## src/rtl/gw_pkg.sv

```systemverilog
package gw_pkg;
    typedef enum logic [2:0] {
        UL_IDLE,
        UL_ZERO1,
        UL_MODE1,
        UL_ZERO2,
        UL_OPEN
    } ul_state_t;

    localparam int ADDR_CTL   = 20;
    localparam int ADDR_RDATA = 21;
    localparam int ADDR_WDATA = 23;

    localparam int CTL_RD_BIT   = 15;
    localparam int CTL_WR_BIT   = 14;
    localparam int CTL_BANK_LO  = 11;
    localparam int CTL_TM_BIT   = 10;
    localparam int CTL_RADDR_LO = 5;
    localparam int CTL_WADDR_LO = 0;
endpackage

```

## src/rtl/gw_unlock_fsm.sv

```systemverilog
module gw_unlock_fsm
    import gw_pkg::*;
#(
    parameter int DW = 16
) (
    input  logic          clk,
    input  logic          rst_n,
    input  logic          ctl_we,
    input  logic [DW-1:0] ctl_data,
    output logic          is_open
);
    localparam logic [DW-1:0] TM_ONLY = DW'(1) << CTL_TM_BIT;

    ul_state_t state_q, state_d;
    logic      is_zero, is_tm_only, tm_set;

    assign is_zero    = (ctl_data == '0);
    assign is_tm_only = (ctl_data == TM_ONLY);
    assign tm_set     = ctl_data[CTL_TM_BIT];

    always_ff @(posedge clk or negedge rst_n) begin
        if (!rst_n) state_q <= UL_IDLE;
        else        state_q <= state_d;
    end

    always_comb begin
        state_d = state_q;
        if (ctl_we) begin
            unique case (state_q)
                UL_IDLE:  state_d = is_zero ? UL_ZERO1 : UL_IDLE;
                UL_ZERO1: state_d = is_tm_only ? UL_MODE1 : (is_zero ? UL_ZERO1 : UL_IDLE);
                UL_MODE1: state_d = is_zero ? UL_ZERO2 : UL_IDLE;
                UL_ZERO2: state_d = is_tm_only ? UL_OPEN : (is_zero ? UL_ZERO1 : UL_IDLE);
                UL_OPEN:  state_d = tm_set ? UL_OPEN : UL_IDLE;
                default:  state_d = UL_IDLE;
            endcase
        end
    end

    always_comb begin
        is_open = (state_q == UL_OPEN);
    end

    AST_OPEN_NEEDS_MODE_WRITE: assert property (@(posedge clk) disable iff (!rst_n)
        $rose(is_open) |-> $past(ctl_we && is_tm_only));
    AST_BREAK_STAYS_LOCKED: assert property (@(posedge clk) disable iff (!rst_n)
        (ctl_we && !is_open && !is_zero && !is_tm_only) |=> !is_open);
    AST_ZERO_CLOSES: assert property (@(posedge clk) disable iff (!rst_n)
        (ctl_we && is_zero) |=> !is_open);
endmodule

```

## src/rtl/gw_cmd_decode.sv

```systemverilog
module gw_cmd_decode
    import gw_pkg::*;
#(
    parameter int DW = 16,
    parameter int AW = 5,
    parameter int BW = 2
) (
    input  logic          ctl_we,
    input  logic [DW-1:0] ctl_data,
    input  logic          is_open,
    output logic          do_read,
    output logic          do_write,
    output logic [BW-1:0] bank,
    output logic [AW-1:0] raddr,
    output logic [AW-1:0] waddr
);
    logic live, rd_bit, wr_bit;

    assign live   = ctl_we && is_open && ctl_data[CTL_TM_BIT];
    assign rd_bit = ctl_data[CTL_RD_BIT];
    assign wr_bit = ctl_data[CTL_WR_BIT];

    always_comb begin
        do_read  = live && rd_bit && !wr_bit;
        do_write = live && wr_bit && !rd_bit;
        bank     = ctl_data[CTL_BANK_LO +: BW];
        raddr    = ctl_data[CTL_RADDR_LO +: AW];
        waddr    = ctl_data[CTL_WADDR_LO +: AW];
    end

    always_comb begin
        AST_ONE_COMMAND: assert (!(do_read && do_write));
    end
endmodule

```

## src/rtl/gw_bank_store.sv

```systemverilog
module gw_bank_store #(
    parameter int DW          = 16,
    parameter int NUM_BANKS   = 4,
    parameter int DEPTH       = 32,
    parameter int UNIMPL_BANK = 2,
    parameter int STAT_BANK   = 1,
    parameter int STAT_WORD   = 12,
    parameter int STAT_BIT    = 12,
    localparam int BW = $clog2(NUM_BANKS),
    localparam int AW = $clog2(DEPTH)
) (
    input  logic          clk,
    input  logic          rst_n,
    input  logic          we,
    input  logic [BW-1:0] wbank,
    input  logic [AW-1:0] waddr,
    input  logic [DW-1:0] wdata,
    input  logic [BW-1:0] rbank,
    input  logic [AW-1:0] raddr,
    input  logic          status_in,
    output logic [DW-1:0] rdata
);
    logic [DW-1:0] bank_rd [NUM_BANKS];

    for (genvar b = 0; b < NUM_BANKS; b++) begin : g_bank
        if (b == UNIMPL_BANK) begin : g_empty
            assign bank_rd[b] = '0;
        end else begin : g_mem
            logic [DW-1:0] mem [DEPTH];
            always_ff @(posedge clk or negedge rst_n) begin
                if (!rst_n) begin
                    for (int i = 0; i < DEPTH; i++) mem[i] <= '0;
                end else if (we && (wbank == BW'(b))) begin
                    mem[waddr] <= wdata;
                end
            end
            assign bank_rd[b] = mem[raddr];
        end
    end

    always_comb begin
        rdata = bank_rd[rbank];
        if ((rbank == BW'(STAT_BANK)) && (raddr == AW'(STAT_WORD)))
            rdata[STAT_BIT] = status_in;
    end
endmodule

```

## src/rtl/banked_test_gateway.sv

```systemverilog
module banked_test_gateway
    import gw_pkg::*;
#(
    parameter int DW        = 16,
    parameter int AW        = 5,
    parameter int NUM_BANKS = 4,
    parameter int DEPTH     = 32,
    localparam int BW  = $clog2(NUM_BANKS),
    localparam int HAW = $clog2(DEPTH)
) (
    input  logic          clk,
    input  logic          rst_n,
    input  logic          mgmt_we,
    input  logic [AW-1:0] mgmt_waddr,
    input  logic [DW-1:0] mgmt_wdata,
    input  logic [AW-1:0] mgmt_raddr,
    output logic [DW-1:0] mgmt_rdata,
    input  logic          lpi_status
);
    localparam logic [AW-1:0] A_CTL = AW'(ADDR_CTL);
    localparam logic [AW-1:0] A_RD  = AW'(ADDR_RDATA);
    localparam logic [AW-1:0] A_WD  = AW'(ADDR_WDATA);

    logic [DW-1:0]  ctl_q, stage_q, rlatch_q, store_rdata;
    logic           ctl_we, stage_we, is_open, do_read, do_write;
    logic [BW-1:0]  bank;
    logic [HAW-1:0] raddr, waddr;

    assign ctl_we   = mgmt_we && (mgmt_waddr == A_CTL);
    assign stage_we = mgmt_we && (mgmt_waddr == A_WD);

    gw_unlock_fsm #(.DW(DW)) u_unlock (
        .clk(clk), .rst_n(rst_n), .ctl_we(ctl_we), .ctl_data(mgmt_wdata), .is_open(is_open)
    );

    gw_cmd_decode #(.DW(DW), .AW(HAW), .BW(BW)) u_decode (
        .ctl_we(ctl_we), .ctl_data(mgmt_wdata), .is_open(is_open),
        .do_read(do_read), .do_write(do_write), .bank(bank), .raddr(raddr), .waddr(waddr)
    );

    gw_bank_store #(.DW(DW), .NUM_BANKS(NUM_BANKS), .DEPTH(DEPTH)) u_store (
        .clk(clk), .rst_n(rst_n), .we(do_write), .wbank(bank), .waddr(waddr), .wdata(stage_q),
        .rbank(bank), .raddr(raddr), .status_in(lpi_status), .rdata(store_rdata)
    );

    always_ff @(posedge clk or negedge rst_n) begin
        if (!rst_n) begin
            ctl_q    <= '0;
            stage_q  <= '0;
            rlatch_q <= '0;
        end else begin
            if (ctl_we)   ctl_q    <= mgmt_wdata;
            if (stage_we) stage_q  <= mgmt_wdata;
            if (do_read)  rlatch_q <= store_rdata;
        end
    end

    always_comb begin
        unique case (mgmt_raddr)
            A_CTL:   mgmt_rdata = ctl_q;
            A_WD:    mgmt_rdata = stage_q;
            A_RD:    mgmt_rdata = is_open ? rlatch_q : '0;
            default: mgmt_rdata = '0;
        endcase
    end

    AST_LOCKED_CMD_NO_LOAD: assert property (@(posedge clk) disable iff (!rst_n)
        (ctl_we && !is_open) |=> $stable(rlatch_q));
    AST_DUAL_CMD_NO_LOAD: assert property (@(posedge clk) disable iff (!rst_n)
        (ctl_we && mgmt_wdata[CTL_RD_BIT] && mgmt_wdata[CTL_WR_BIT]) |=> $stable(rlatch_q));
    AST_BANK2_READS_ZERO: assert property (@(posedge clk) disable iff (!rst_n)
        (do_read && bank == BW'(2)) |=> (rlatch_q == '0));
    AST_LOCKED_RESULT_ZERO: assert property (@(posedge clk) disable iff (!rst_n)
        (!is_open && mgmt_raddr == A_RD) |-> (mgmt_rdata == '0));
endmodule

```

## config.mk

```make
export PLATFORM = sky130hd
export DESIGN_NAME = banked_test_gateway
export DESIGN_NICKNAME = d
export VERILOG_FILES = /design/src/rtl/gw_pkg.sv /design/src/rtl/gw_unlock_fsm.sv /design/src/rtl/gw_cmd_decode.sv /design/src/rtl/gw_bank_store.sv /design/src/rtl/banked_test_gateway.sv
export SDC_FILE = /design/constraint.sdc
export NUM_CORES = 2
export LEC_CHECK = 0
export ABC_CLOCK_PERIOD_IN_PS = 4400
export BUFFER_PORTS_ARGS = -buffer_cell sky130_fd_sc_hd__buf_4
export CAP_MARGIN = 40
export CORE_MARGIN = 3
export CORE_UTILIZATION = 25
export CTS_BUF_LIST = sky130_fd_sc_hd__clkbuf_8
export DETAILED_ROUTE_END_ITERATION = 10
export SLEW_MARGIN = 5
export SYNTH_ARGS = -nofsm -noshare
export SYNTH_HDL_FRONTEND = slang
export SYNTH_SLANG_ARGS = --single-unit
```

## constraint.sdc

```tcl
create_clock -name clk -period 4.4 [get_ports clk]
set_clock_uncertainty 0.05 [all_clocks]
set_input_delay 0.66 -clock clk [delete_from_list [all_inputs] [get_ports clk]]
set_output_delay 0.66 -clock clk [all_outputs]
set_load 0.03 [all_outputs]
```

; Word-level counts from Yosys, hierarchy flattened
; Index checks and enable logic that the tools add are counted.
[totals]
ff_bits = 1587
output_inout_bits = 16
elab_cells = 164
[classes]
magnitude_cmp = 4
eq_ne = 13
muxes = 26
n_bitwise = 3
n_reduce_logical = 18
[ops]
columns = cell, n
row1 = $bwmux W512, 3
row2 = $bmux W16 S5, 3
row3 = $mux W16, 10
row4 = $demux W16 S5, 1
row5 = $pmux W16 S3, 1
row6 = $bmux W16 S2, 1
row7 = $eq A5 B5 Y1 const B, 5
row8 = $eq A16 B11 Y1 const B, 1
row9 = $logic_not A16 Y1, 1
row10 = $pmux W3 S5, 1
row11 = $logic_and A1 B1 Y1, 13
row12 = $ge A6 B6 Y1 const B, 2
row13 = $not A5 Y6, 2
row14 = $mux W3, 3
row15 = $eq A3 B2 Y1 const B, 2
row16 = $lt A6 B1 Y1 const B, 1
row17 = $eq A5 B4 Y1 const B, 1
row18 = $eq A3 B1 Y1 const B, 1
row19 = $eq A3 B3 Y1 const B, 1
row20 = $ge A3 B3 Y1 const B, 1
row21 = $logic_not A3 Y1, 1
row22 = $not A2 Y3, 1
row23 = $eq A2 B1 Y1 const B, 1
row24 = $eq A2 B2 Y1 const B, 1
row25 = other kinds (4), 6

; Logic depth before layout (Yosys ltp)
[logic_depth]
ltp_word = 8
ltp_mapped = 11
mapped_depth_nobuf = 6

; By module
; From an unflattened synthesis, not the netlist that was laid out.
[unflattened]
cells_unflattened = 4570
hier_area_um2 = 72448.2
[by_module_without_submodules]
columns = module, n_inst, cells_per_inst, area_each_um2, seq_area_each_um2
row1 = gw_bank_store, 1, 4385, 69955.8, 38411.8
row2 = banked_test_gateway, 1, 150, 2187.1, 1201.2
row3 = gw_unlock_fsm, 1, 20, 180.2, 75.1
row4 = gw_cmd_decode, 1, 15, 125.1, 0.0

; Worst setup path before layout
; Ideal clock, no wire load.
[synth_timing]
path_type = in2reg
start = in mgmt_waddr[3]
end = reg u_store.g_bank[3].g_mem.mem[245] in the netlist's numbering
setup_ps = 125
t_arrival_ps = 2943
required_ps = 4225
slack_ps = 1282
cell_stages = 10
cell_sequence = nand4b_1 -> or3_1 -> clkbuf_1 -> or4b_1 -> buf_4 -> nor2_4 -> and2_1 -> buf_2 -> buf_2 -> mux2_2
[synth_via]
elab_chain_cells = 7
[synth_lines]
columns = element, line_no
row1 = start: declaration, banked_test_gateway.sv:14  ; input logic [AW-1:0] mgmt_waddr,
row2 = $eq A5 B5 Y1, banked_test_gateway.sv:29  ; assign ctl_we = mgmt_we && (mgmt_waddr == A_CTL);
row3 = $logic_and A1 B1 Y1, banked_test_gateway.sv:29
row4 = $logic_and A1 B1 Y1 (2 in a row), gw_cmd_decode.sv:19  ; assign live = ctl_we && is_open && ctl_data[CTL_TM_BIT];
row5 = $logic_and A1 B1 Y1 (2 in a row), gw_cmd_decode.sv:25  ; do_write = live && wr_bit && !rd_bit;
row6 = $logic_and A1 B1 Y1, gw_bank_store.sv:33  ; end else if (we && (wbank == BW'(b))) begin
row7 = end signal: indexed assignment, gw_bank_store.sv:34  ; mem[waddr] <= wdata;
row8 = end: declaration, gw_bank_store.sv:29  ; logic [DW-1:0] mem [DEPTH];
; No other way between the ends.
; A chain may end at the register's enable or synchronous reset.

; Worst setup path after layout
[layout_timing]
start = reg u_unlock.state_q[1]
end = out mgmt_rdata[11]
[layout_via]
elab_chain_cells = 3
[layout_lines]
columns = element, line_no
row1 = start: declaration, gw_unlock_fsm.sv:14  ; ul_state_t state_q, state_d;
row2 = start signal: assignment, gw_unlock_fsm.sv:23  ; else state_q <= state_d;
row3 = $eq A3 B3 Y1, gw_unlock_fsm.sv:41  ; is_open = (state_q == UL_OPEN);
row4 = $mux W16, banked_test_gateway.sv:62  ; A_RD: mgmt_rdata = is_open ? rlatch_q : '0;
row5 = $pmux W16 S3, banked_test_gateway.sv:59  ; unique case (mgmt_raddr)
row6 = end: declaration, banked_test_gateway.sv:17  ; output logic [DW-1:0] mgmt_rdata,
; No other way between the ends.

==> metrics.yaml <==
run_status:
  status: "finished clean"
logic_synthesis:
  synth_edf_count: 0
  synth_top_cells_by_area: "dfrtp_1 54%, mux2_2 14%, mux2_1 10%"
  synth_commonest_cells: "1586 x dfrtp_1, 917 x mux2_2, 652 x mux2_1"
  yosysTopAreaCellShare_pct: 54.5
  ys.flop_type: "dfrtp_1"
  synth_fa_ha_area_share_pct: 0
  yosysTopAreaCell: "dfrtp_1"
  synth.net_count: 5032
  muxShareOfSynthArea_pct: 36.5
  yosysMostFrequentCell: "dfrtp_1"
  yosys.area_share.simple_pct: 3.06
  synth_top_family_by_area: "multiplexers"
  synth_seq_area_share_pct: 54.5
  synth_compound_area_share_pct: 3.21
  syn_avg_cell_area_sq_um: 14.6
  synthXorXnorAreaFrac_pct: 0
  netlist_area_sq_um: 72900
  async_flop_share_pct: 100
  ys_seq_elements: 1586
  yosysUniqueCellTypes: 56
  yosys_warnings: 0
  synth_cells: 5002
global_route:
  grt_max_degree: 192
  grt_pass1_wl_um: 321000
  antenna_found_initial: 14
  grt_usage_pct: 14.3
  overflow: 0
  grt_pass1_vias: 46048
clock_network:
  clkSinkCount: 1586
  worstSkewPairLatency_ns: 1.03
  htree_levels: 5
  path_clk_slew_ns: 0.06
  clock_tree.buffer_depth: 4
  cts-root-buf: "clkbuf_8"
  cts_buffers: 285
  ctsResizeCount: 0
  cts_tree: "yes"
worst_hold_path:
  hold_end: "stage_q[2]"
  hold-path-cell-count: 4
  hp-class: "primary input to register"
  hp-start: "mgmt_waddr[1]"
critical_path:
  end_kind: "output port"
  timing.rr.end: "u_store.g_bank[0].g_mem.mem[29]"
  crit_fanout: 16
  r2r_cells: 7
  reg2reg_slack_ns: 1.02
  r2r_start: "u_unlock.state_q[1]"
  worstSetupPathType: "register to output port"
  cp.arrival_ns: 3.19
  worstSetupStartpointType: "register"
  crit_required_ns: 3.69
placed_design:
  place.gp.congestion: 0.900
  dpl_cell_area_sq_um: 78000
  io_buffers: 45
  placed_cells: 8623
  dpl.hpwl_um: 138000
route:
  drtIter0Drc: 3655
  vias_per_cell: 4.85
  drc: 0
  final_antenna_net_count: 0
  vias: 44270
  first_pass_iters: 7
  detail_route.wl_per_cell_um: 23.9
  wl_um: 218000
sta:
  tns_ns: 0
  setup_viol: 0
  finalHoldViolations: 0
  drv_slew: 0
  fmax_mhz: 256
  relSlewSlack_pct: 22.8
  fin_crit_sh_pct: 88.7
  rsz0062_at_grt: "no"
  finalCriticalPeriod_ns: 3.90
  tightest_slew_ns: 1.16
floorplan:
  chipHeight_um: 546
  initial_utilization_pct: 25.2
  row_count: 197
  dieArea_sq_um: 298000
  core_sq_um: 289000
  ios: 46
  die_w_um: 546
power_and_ir_drop:
  leakage_nw: 41.7
  ir_drop_mv: 0.260
  total_power_mw: 30.6
  power_density_nw_per_um2: 367
layout:
  layout.nets: 5074
  fillers: 28922
  area_growth_pct: 14.6
  fin_area_sq_um: 83500
  layout-drive-gt1-share_pct: 35.0
  fin_util_pct: 28.9
  final_cells: 9120
flow_run:
  maxCapViolCount: 0
[registers in the layout, summed over array words and instances (netlist names)]
register / cells
ctl_q: 16
rlatch_q: 16
stage_q: 16
u_store.g_bank.g_mem.mem: 1535
u_unlock.state_q: 3
[cell type report]
class | count | area (sq um) | area share [%]
clock inverters | 121 | 533 | 0.638
repair buffers | 222 | 2280 | 2.73
diodes | 13 | 32.5 | 0.0390
well taps | 3880 | 4850 | 5.81
inverters | 2 | 7.51 | 0.00899
clock buffers | 349 | 4800 | 5.75
multi-input cells | 2947 | 31300 | 37.4
flip-flops and latches | 1586 | 39700 | 47.6
[per-stage QoR]
stage | worst slack, ns | hold WS, ns
floorplan | 1.28 | 0.314
global placement | 0.413 | 0.417
detailed placement | 0.434 | 0.424
CTS | 0.448 | 0.000310
global route | 0.482 | 0.0309
finish | 0.497 | 0.0890
[what timing repair did]
item / in CTS / in global routing
endpoints found under the hold margin: 276 / 0
hold buffers: 13 / 0
endpoints found under the setup margin: 0 / 0
buffers inserted: 0 / 0
[layer usage]
metal	GRT usage (%)	up-vias	part of all wire, %
li1	-	18541	-
met1	19.0	23955	43
met2	22.4	1329	46
met3	2.76	445	5.8
met4	6.94	0	5.2
met5	0	-	0
[where the power goes]
group          internal (mW)  switching [mW]
combinational          0.571            1.81
sequential              14.7           0.377
clock                   7.16            6.06
[worst max path at each step]
| stage | start | endpoint | slack [ns] | cells after the start |
|---|---|---|---|---|
| after floorplan | mgmt_waddr[3] | u_store.g_bank[3].g_mem.mem[245] | 1.28 | 10 |
| after global placement | mgmt_waddr[3] | u_store.g_bank[0].g_mem.mem[62] | 0.41 | 8 |
| after CTS | u_unlock.state_q[1] | mgmt_rdata[12] | 0.45 | 7 |
| after global routing | u_unlock.state_q[1] | mgmt_rdata[12] | 0.48 | 7 |
| after detailed placement | mgmt_waddr[3] | u_store.g_bank[0].g_mem.mem[29] | 0.43 | 8 |
| final | u_unlock.state_q[1] | mgmt_rdata[11] | 0.50 | 7 |
[placed cells by master, fill, tap and decap left out, drive strengths merged, types with 13 or more instances in the layout]
master | Yosys | final
a21oi | 29 | 29
a22oi | 215 | 215
buf | 199 | 208
clkbuf | 268 | 349
clkinv | 1 | 19
dfrtp | 1586 | 1586
diode | 0 | 13
dlygate4sd3 | 0 | 13
inv | 1 | 100
mux2 | 1569 | 1569
mux2i | 452 | 452
mux4 | 196 | 196
nand2 | 173 | 173
nand3 | 85 | 85
nand4 | 25 | 25
nor2 | 65 | 65
nor3 | 15 | 15
[worst max-delay path, cell delays in order, from the launching register on]
cell and delay, ns:
dfrtp_1 0.41, nor2_1 0.11, nand2_1 0.23, nor4b_2 0.27, buf_4 0.30, nand2_1 0.10, nand2_1 0.45, buf_4 0.27
[cells by family (layout without fill, tap and decap cells)]
logic type / after synthesis / count (layout)
simple gates: 412 / 412
compound gates: 318 / 318
other cells: 0 / 13
flops: 1586 / 1586
buf+inv: 469 / 694
mux: 2217 / 2217
(Power assumes the default switching activity.)
